--- src/rtl/nic_regs_pkg.sv ---
package nic_regs_pkg;
  localparam int DW = 8;
  localparam int AW = 4;
  localparam int PW = 2;

  // command bit positions
  localparam int C_STOP  = 0;
  localparam int C_START = 1;
  localparam int C_TX    = 2;
  localparam int C_RRD   = 3;
  localparam int C_RWR   = 4;

  // status bit positions
  localparam int S_TXOK = 1;
  localparam int S_RDC  = 6;

  localparam logic [DW-1:0] CMD_RST = 8'h21;
  localparam logic [DW-1:0] ISR_RST = 8'h80;

  typedef enum logic [PW-1:0] {PG0 = 2'd0, PG1 = 2'd1, PG2 = 2'd2, PG3 = 2'd3} page_e;
endpackage

--- src/rtl/nic_page_decode.sv ---
module nic_page_decode
  import nic_regs_pkg::*;
#(
  parameter int AW = 4,
  parameter int PW = 2
) (
  input  logic [PW-1:0]    page,
  input  logic [AW-1:0]    addr,
  input  logic             wr_en,
  input  logic             rd_en,
  output logic [PW+AW-1:0] idx,
  output logic             wr_cmd,
  output logic             wr_reg,
  output logic             rd_reg
);
  logic at_cmd;
  logic page_ok;

  always_comb begin
    at_cmd  = (addr == '0);
    page_ok = (page != PW'(PG3));
    idx     = {page, addr};
    wr_cmd  = wr_en && at_cmd;
    wr_reg  = wr_en && !at_cmd && page_ok;
    rd_reg  = rd_en && !at_cmd && page_ok;
  end
endmodule

--- src/rtl/nic_wide_reg.sv ---
module nic_wide_reg #(
  parameter int BYTES = 2,
  parameter int DW    = 8
) (
  input  logic                clk,
  input  logic                rst_n,
  input  logic [BYTES-1:0]    lane_we,
  input  logic [DW-1:0]       wdata,
  output logic [BYTES*DW-1:0] q
);
  for (genvar g = 0; g < BYTES; g++) begin : g_lane
    always_ff @(posedge clk or negedge rst_n) begin
      if (!rst_n)          q[g*DW +: DW] <= '0;
      else if (lane_we[g]) q[g*DW +: DW] <= wdata;
    end
  end
endmodule

--- src/rtl/nic_addr_table.sv ---
module nic_addr_table #(
  parameter int N  = 14,
  parameter int DW = 8,
  localparam int TW = $clog2(N)
) (
  input  logic          clk,
  input  logic          rst_n,
  input  logic          we,
  input  logic [TW-1:0] sel,
  input  logic [DW-1:0] wdata,
  output logic [DW-1:0] rdata
);
  logic [DW-1:0] ent [N];

  for (genvar g = 0; g < N; g++) begin : g_ent
    always_ff @(posedge clk or negedge rst_n) begin
      if (!rst_n)                        ent[g] <= '0;
      else if (we && (sel == TW'(g)))    ent[g] <= wdata;
    end
  end

  always_comb begin
    rdata = '0;
    for (int i = 0; i < N; i++)
      if (sel == TW'(i)) rdata = ent[i];
  end
endmodule

--- src/rtl/nic_isr_ctrl.sv ---
module nic_isr_ctrl #(
  parameter int DW = 8,
  parameter logic [DW-1:0] RST_VAL = 8'h80
) (
  input  logic          clk,
  input  logic          rst_n,
  input  logic [DW-1:0] set_vec,
  input  logic [DW-1:0] clr_vec,
  input  logic          mask_we,
  input  logic [DW-1:0] mask_wdata,
  output logic [DW-1:0] isr,
  output logic [DW-1:0] imr,
  output logic          irq
);
  always_ff @(posedge clk or negedge rst_n) begin
    if (!rst_n) begin
      isr <= RST_VAL;
      imr <= '0;
    end else begin
      isr <= (isr & ~clr_vec) | set_vec;
      if (mask_we) imr <= mask_wdata;
    end
  end

  assign irq = |(isr & imr);
endmodule

--- src/rtl/nic_regfile.sv ---
module nic_regfile
  import nic_regs_pkg::*;
#(
  parameter int DW        = 8,
  parameter int AW        = 4,
  parameter int STN_BYTES = 6,
  parameter int MC_BYTES  = 8,
  localparam int PW  = 2,
  localparam int NT  = STN_BYTES + MC_BYTES,
  localparam int TW  = $clog2(NT),
  localparam int MC0 = 8
) (
  input  logic          clk,
  input  logic          rst_n,
  input  logic [AW-1:0] addr,
  input  logic          wr_en,
  input  logic          rd_en,
  input  logic [DW-1:0] wdata,
  output logic [DW-1:0] rdata,
  input  logic [DW-1:0] evt_in,
  output logic          irq,
  output logic          running,
  output logic          start_pulse,
  output logic          tx_go,
  output logic [2*DW-1:0] tx_base,
  output logic [2*DW-1:0] tx_len
);
  logic [DW-1:0] cmd_q, pstart_q, pstop_q, bnry_q, tpsr_q, curpg_q;
  logic [DW-1:0] rxcfg_q, txcfg_q, dcfg_q;
  logic [2*DW-1:0] rsar_q, rcnt_q, tcnt_q;
  logic [DW-1:0] isr_q, imr_q;
  logic [PW+AW-1:0] idx;
  logic wr_cmd, wr_reg, rd_reg;
  logic start_q, txgo_q;
  logic [DW-1:0] set_vec, clr_vec;
  logic tbl_hit, tbl_we;
  logic [TW-1:0] tbl_sel;
  logic [DW-1:0] tbl_rdata;
  logic [1:0] tcnt_we, rsar_we, rcnt_we;
  logic on_pg1;

  nic_page_decode #(.AW(AW), .PW(PW)) u_dec (
    .page(cmd_q[DW-1 -: PW]), .addr(addr), .wr_en(wr_en), .rd_en(rd_en),
    .idx(idx), .wr_cmd(wr_cmd), .wr_reg(wr_reg), .rd_reg(rd_reg)
  );

  // byte-lane strobes of the wide registers
  always_comb begin
    tcnt_we = {wr_reg && idx == 6'h06, wr_reg && idx == 6'h05};
    rsar_we = {wr_reg && idx == 6'h09, wr_reg && idx == 6'h08};
    rcnt_we = {wr_reg && idx == 6'h0B, wr_reg && idx == 6'h0A};
  end

  nic_wide_reg #(.BYTES(2), .DW(DW)) u_tcnt (
    .clk(clk), .rst_n(rst_n), .lane_we(tcnt_we), .wdata(wdata), .q(tcnt_q));
  nic_wide_reg #(.BYTES(2), .DW(DW)) u_rsar (
    .clk(clk), .rst_n(rst_n), .lane_we(rsar_we), .wdata(wdata), .q(rsar_q));
  nic_wide_reg #(.BYTES(2), .DW(DW)) u_rcnt (
    .clk(clk), .rst_n(rst_n), .lane_we(rcnt_we), .wdata(wdata), .q(rcnt_q));

  // page 1 table: station bytes then multicast bytes
  always_comb begin
    on_pg1  = (idx[PW+AW-1 -: PW] == PW'(PG1));
    tbl_hit = 1'b0;
    tbl_sel = '0;
    if (int'(addr) >= 1 && int'(addr) <= STN_BYTES) begin
      tbl_hit = 1'b1;
      tbl_sel = TW'(int'(addr) - 1);
    end else if (int'(addr) >= MC0 && int'(addr) < MC0 + MC_BYTES) begin
      tbl_hit = 1'b1;
      tbl_sel = TW'(int'(addr) - MC0 + STN_BYTES);
    end
    tbl_we = wr_reg && on_pg1 && tbl_hit;
  end

  nic_addr_table #(.N(NT), .DW(DW)) u_tbl (
    .clk(clk), .rst_n(rst_n), .we(tbl_we), .sel(tbl_sel),
    .wdata(wdata), .rdata(tbl_rdata));

  // status sources
  always_comb begin
    set_vec = evt_in;
    if (wr_cmd && wdata[C_START] && (wdata[C_RRD] || wdata[C_RWR]) && rcnt_q == '0)
      set_vec[S_RDC] = 1'b1;
    if (wr_cmd && wdata[C_START] && wdata[C_TX])
      set_vec[S_TXOK] = 1'b1;
    clr_vec = (wr_reg && idx == 6'h07) ? wdata : '0;
  end

  nic_isr_ctrl #(.DW(DW), .RST_VAL(ISR_RST)) u_isr (
    .clk(clk), .rst_n(rst_n), .set_vec(set_vec), .clr_vec(clr_vec),
    .mask_we(wr_reg && idx == 6'h0F), .mask_wdata(wdata),
    .isr(isr_q), .imr(imr_q), .irq(irq));

  // byte registers and command
  always_ff @(posedge clk or negedge rst_n) begin
    if (!rst_n) begin
      cmd_q    <= CMD_RST;
      pstart_q <= '0;
      pstop_q  <= '0;
      bnry_q   <= '0;
      tpsr_q   <= '0;
      curpg_q  <= '0;
      rxcfg_q  <= '0;
      txcfg_q  <= '0;
      dcfg_q   <= '0;
      start_q  <= 1'b0;
      txgo_q   <= 1'b0;
    end else begin
      start_q <= wr_cmd && wdata[C_START];
      txgo_q  <= wr_cmd && wdata[C_START] && wdata[C_TX];
      if (wr_cmd) cmd_q <= wdata;
      if (wr_reg) begin
        case (idx)
          6'h01:   pstart_q <= wdata;
          6'h02:   pstop_q  <= wdata;
          6'h03:   bnry_q   <= wdata;
          6'h04:   tpsr_q   <= wdata;
          6'h0C:   rxcfg_q  <= wdata;
          6'h0D:   txcfg_q  <= wdata;
          6'h0E:   dcfg_q   <= wdata;
          6'h17:   curpg_q  <= wdata;
          default: ;
        endcase
      end
    end
  end

  // read mux: read and write decode differ per offset
  always_comb begin
    rdata = '0;
    if (rd_en && addr == '0) begin
      rdata = cmd_q;
    end else if (rd_reg) begin
      case (idx)
        6'h03:   rdata = bnry_q;
        6'h07:   rdata = isr_q;
        6'h08:   rdata = rsar_q[DW-1:0];
        6'h09:   rdata = rsar_q[2*DW-1:DW];
        6'h17:   rdata = curpg_q;
        6'h21:   rdata = pstart_q;
        6'h22:   rdata = pstop_q;
        6'h24:   rdata = tpsr_q;
        6'h2C:   rdata = rxcfg_q;
        6'h2D:   rdata = txcfg_q;
        6'h2E:   rdata = dcfg_q;
        6'h2F:   rdata = imr_q;
        default: rdata = (on_pg1 && tbl_hit) ? tbl_rdata : '0;
      endcase
    end
  end

  assign running     = cmd_q[C_START] & ~cmd_q[C_STOP];
  assign start_pulse = start_q;
  assign tx_go       = txgo_q;
  assign tx_base     = {tpsr_q, {DW{1'b0}}};
  assign tx_len      = tcnt_q;
endmodule

--- config.mk ---
export PLATFORM = sky130hd
export DESIGN_NAME = nic_regfile
export DESIGN_NICKNAME = d
export VERILOG_FILES = /design/src/rtl/nic_regs_pkg.sv /design/src/rtl/nic_page_decode.sv /design/src/rtl/nic_wide_reg.sv /design/src/rtl/nic_addr_table.sv /design/src/rtl/nic_isr_ctrl.sv /design/src/rtl/nic_regfile.sv
export SDC_FILE = /design/constraint.sdc
export NUM_CORES = 1
export LEC_CHECK = 0
export CORE_MARGIN = 5
export CORE_UTILIZATION = 30
export CTS_BUF_LIST = sky130_fd_sc_hd__clkbuf_4 sky130_fd_sc_hd__clkbuf_8 sky130_fd_sc_hd__clkbuf_16
export DETAILED_ROUTE_END_ITERATION = 6
export DONT_BUFFER_PORTS = 1
export PLACE_DENSITY_LB_ADDON = 0.08
export SLEW_MARGIN = 0
export SYNTH_ARGS = -nofsm -noshare
export SYNTH_HDL_FRONTEND = slang
export SYNTH_SLANG_ARGS = --single-unit
export TNS_END_PERCENT = 5
--- constraint.sdc ---
create_clock -name clk -period 4.33 [get_ports clk]
set_input_delay 0.433 -clock clk [delete_from_list [all_inputs] [get_ports clk]]
set_output_delay 0.433 -clock clk [all_outputs]
set_load 0.005 [all_outputs]
==> results.yml <==
yosys:
  yosys.area_share.simple: 0.0897
  synth.cells.most_frequent: "sky130_fd_sc_hd__dfrtp_1 (247), sky130_fd_sc_hd__mux2_2 (238), sky130_fd_sc_hd__nand2_1 (63), sky130_fd_sc_hd__clkbuf_1 (51), sky130_fd_sc_hd__a21oi_1 (28)"
  synth.yosys.warnings: 0
  synth-seq-cells: 250
  seq_area_frac_synth: 0.512
  synth_compound_gate_area_share: 0.132
  synth_flop_cell: "sky130_fd_sc_hd__dfrtp_1"
  syn_area_um2: 12200
  post_synth_fa_ha_maj_area_fraction: 0.00615
  dominant_combinational_cell_family_by_area_after_synthesis: "multiplexers"
  netlist_top_cells_area: "sky130_fd_sc_hd__dfrtp_1 (51%), sky130_fd_sc_hd__mux2_2 (22%), sky130_fd_sc_hd__nand2_1 (1.9%)"
  synth.most_common_cell: "sky130_fd_sc_hd__dfrtp_1"
  synth.lib_cells_used.distinct: 79
  share_of_cell_area_taken_by_muxes_after_synthesis: 0.228
  synthXorXnorAreaFrac: 0.000717
  synth_cells: 1009
  synth_largest_area_cell: "sky130_fd_sc_hd__dfrtp_1"
  synth-async-reset-ratio: 1.00
  count_of_flip_flops_with_a_built_in_enable_after_synthesis: 0
  syn_avg_cell_area_um2: 12.1
  synthDominantCellAreaShare: 0.506
clock_network:
  cts.repair_timing.setup_buffer_count: 0
  clock_latency_of_the_later_clocked_register_in_the_worst_skew_pair_ns: 0.56
  postcts_resize_cnt: 0
  number_of_cts_inserted_buffers: 29
  tritoncts: "built"
  hold_buffers: 13
  cell_at_the_root_of_the_clock_tree: "sky130_fd_sc_hd__clkbuf_16"
  cts_max_path_buffers: 3
  worst_setup_hold_path_clk_slew_ns: 0.06
  cts.sink_count: 250
  ctsHtreeMaxLevel: 1
finish:
  area_delta_synth_final_pct: 13.0
  fin_util: 0.341
  design.final.nets: 1032
  drive_above_1_share: 0.326
  antenna-diode-count: 0
pwr:
  power.combinational.fraction: 0.134
  power.ir.vdd_worst_mv: 0.304
  sequentialPowerShare: 0.478
  design_power_total_mw: 6.47
  power.switching_fraction: 0.265
  internal_power_mw: 4.75
  clkPwrFrac: 0.389
  p_sw_mw: 1.71
  leakage_nw: 6.15
  power_density_nw_per_um2: 468
critical_path:
  crit_fanout: 18
  reg2regPathDepth: 4
  reg_to_reg_setup_timing_slack_ns: 1.32
  timing.critical_path.cells: "nor3_1 -> and2_1 -> a22oi_1 -> nand2_1 -> nor3_1 -> a221oi_1 -> a22o_1"
  cpPeakStageDelay_ns: 0.68
  path_common_cell: "sky130_fd_sc_hd__nor3_1"
  worst_setup_path_end_kind: "output port"
  critPathKind: "flop to output port"
  cp.arrival_ns: 3.49
  slowest_cell_on_crit_path: "sky130_fd_sc_hd__nor3_1"
  critical-path-top-delay-family: "simple AND/OR/NAND/NOR gates"
  critical_path.n_buffers_inverters: 0
  rr_startpoint: "cmd_q[7]$_DFFE_PN0P_"
  critical_path_required_ns: 3.90
  regToRegEndpoint: "bnry_q[4]$_DFFE_PN0P_"
  worstSetupStartpointType: "flop"
die:
  placementRows: 74
  die_h_um: 212
  die-area_um2: 44900
  top_level_ports: 68
  floorplan.initialDensity: 0.301
  fp.coreArea_um2: 40600
  fp.dieW_um: 212
placement:
  io_buffers: 0
  dpl_worst_slack_ns: 0.439
  hpwl_mm: 27.4
  gp_congestion: 0.822
timing:
  clock.fmax_mhz: 255
  max_slew.worst_pin.slew_ns: 0.911
  tns_setup_ns: 0
  period_minus_slack_ns: 3.92
  period_share: 0.905
  final-max-slew-violation-count: 0
  timing.final.hold_violations: 248
  setup_viol: 0
  fin_hold_ws_ns: -0.431
  timing.max_slew.rel_slack: 0.392
  postLayoutSetupSlackWorst_ns: 0.411
  skew_ns: 0.0121
  rsz0062_at_grt: "false"
detailed_routing:
  avgRoutedWirePerCell_um: 26.9
  drt_pre_antenna_iters: 6
  detailedRoute.firstIterationViolations: 661
  drc_errors: 0
  antenna_left: 0
  dr_total_vias: 8502
  post_dr_vias_cell: 5.46
  postRouteWirelength_mm: 41.8
outcome:
  outcome: "finished with violations"
  violations: "negative hold slack"
grt:
  antenna_found_initial: 1
  grt_pass1_vias: 8716
  grt_pass1_wl_mm: 62.3
  largest_net_degree_at_the_start_of_global_routing: 251
  grt.total_usage: 0.185
  globalRoute.totalOverflow: 0
worst_hold_path:
  hold_path.class: "primary input to asynchronous set/reset pin"
flow_run:
  max_cap_viol_count: 0
-- cell type report --
type,count,area (um2)
Clock inverter,11,114
Multi-Input combinational cell,679,5600
Sequential cell,250,6260
Tap cell,532,666
Timing Repair Buffer,31,265
Fill cell,4093,26700
Inverter,11,41.3
Clock buffer,42,861
-- stage by stage --
step / cell area, um2 / hold WS [ns] / cells
6_report: 13800 / -0.431 / 1556
3_3_place_gp: 12700 / 0.152 / 1490
4_1_cts: 13800 / -0.453 / 1556
5_1_grt: 13800 / -0.457 / 1556
3_5_place_dp: 12700 / 0.152 / 1490
2_1_floorplan: 12200 / 0.137 / 1016
-- power by group through the flow --
stage	sequential (mW)	clock, mW	combinational [mW]
3_5_place_dp	3.13	0	0.855
6_report	3.09	2.51	0.864
3_3_place_gp	3.13	0	0.838
5_1_grt	3.14	2.68	0.949
4_1_cts	3.09	2.60	0.870
2_1_floorplan	2.98	0	0.733
-- layer usage --
layer,share of wire,vias up,global-route usage
li1,-,3778,-
met5,0,-,0
met2,0.46,190,0.292
met3,0.049,39,0.0322
met1,0.48,4495,0.272
met4,0.013,0,0.0329
-- how the worst max path moves through the flow --
stage | start | end | slack, ns | cells past startpoint
6_report | cmd_q[7]$_DFFE_PN0P_ | rdata[5] | 0.41 | 7
5_1_grt | cmd_q[7]$_DFFE_PN0P_ | rdata[6] | 0.12 | 6
4_1_cts | cmd_q[7]$_DFFE_PN0P_ | rdata[6] | 0.35 | 6
3_5_place_dp | addr[0] | rdata[7] | 0.44 | 9
3_3_place_gp | addr[0] | rdata[7] | 0.46 | 9
2_1_floorplan | addr[1] | rdata[6] | 0.83 | 11
-- placed cells by master (no fill, tap or decap), types with 9 or more instances in the layout --
cell,count
sky130_fd_sc_hd__mux2_2,238
sky130_fd_sc_hd__a21oi_1,28
sky130_fd_sc_hd__a22oi_1,25
sky130_fd_sc_hd__dlygate4sd3_1,13
sky130_fd_sc_hd__nor2_1,26
sky130_fd_sc_hd__a21o_1,12
sky130_fd_sc_hd__dfrtp_1,247
sky130_fd_sc_hd__o21ai_0,17
sky130_fd_sc_hd__buf_4,18
sky130_fd_sc_hd__nor2b_1,12
sky130_fd_sc_hd__o211ai_1,9
sky130_fd_sc_hd__nand2_1,63
sky130_fd_sc_hd__clkbuf_16,29
sky130_fd_sc_hd__a221oi_1,17
sky130_fd_sc_hd__nor3_1,16
sky130_fd_sc_hd__a221o_1,9
sky130_fd_sc_hd__a222oi_1,9
sky130_fd_sc_hd__inv_1,9
sky130_fd_sc_hd__nand3_1,19
sky130_fd_sc_hd__and3_1,12
sky130_fd_sc_hd__and2_1,15
-- logic make-up (layout without fill, tap and decap cells) --
logic type | count (synthesis) | after routing
AO/OA/AOI/OAI | 207 | 207
XOR/XNOR | 1 | 1
adder cells (fa/ha/maj) | 6 | 6
buffers and inverters | 87 | 95
flip-flops | 250 | 250
multiplexers | 248 | 248
other | 1 | 8
AND/OR/NAND/NOR | 209 | 209
-- registers in the layout, summed over array words and instances (netlist names), 16 cells and up --
name       count
u_rcnt.q      16
u_tcnt.q      16
u_rsar.q      16
u_tbl.ent    112
Note: power is estimated with default switching activity, not from simulation.
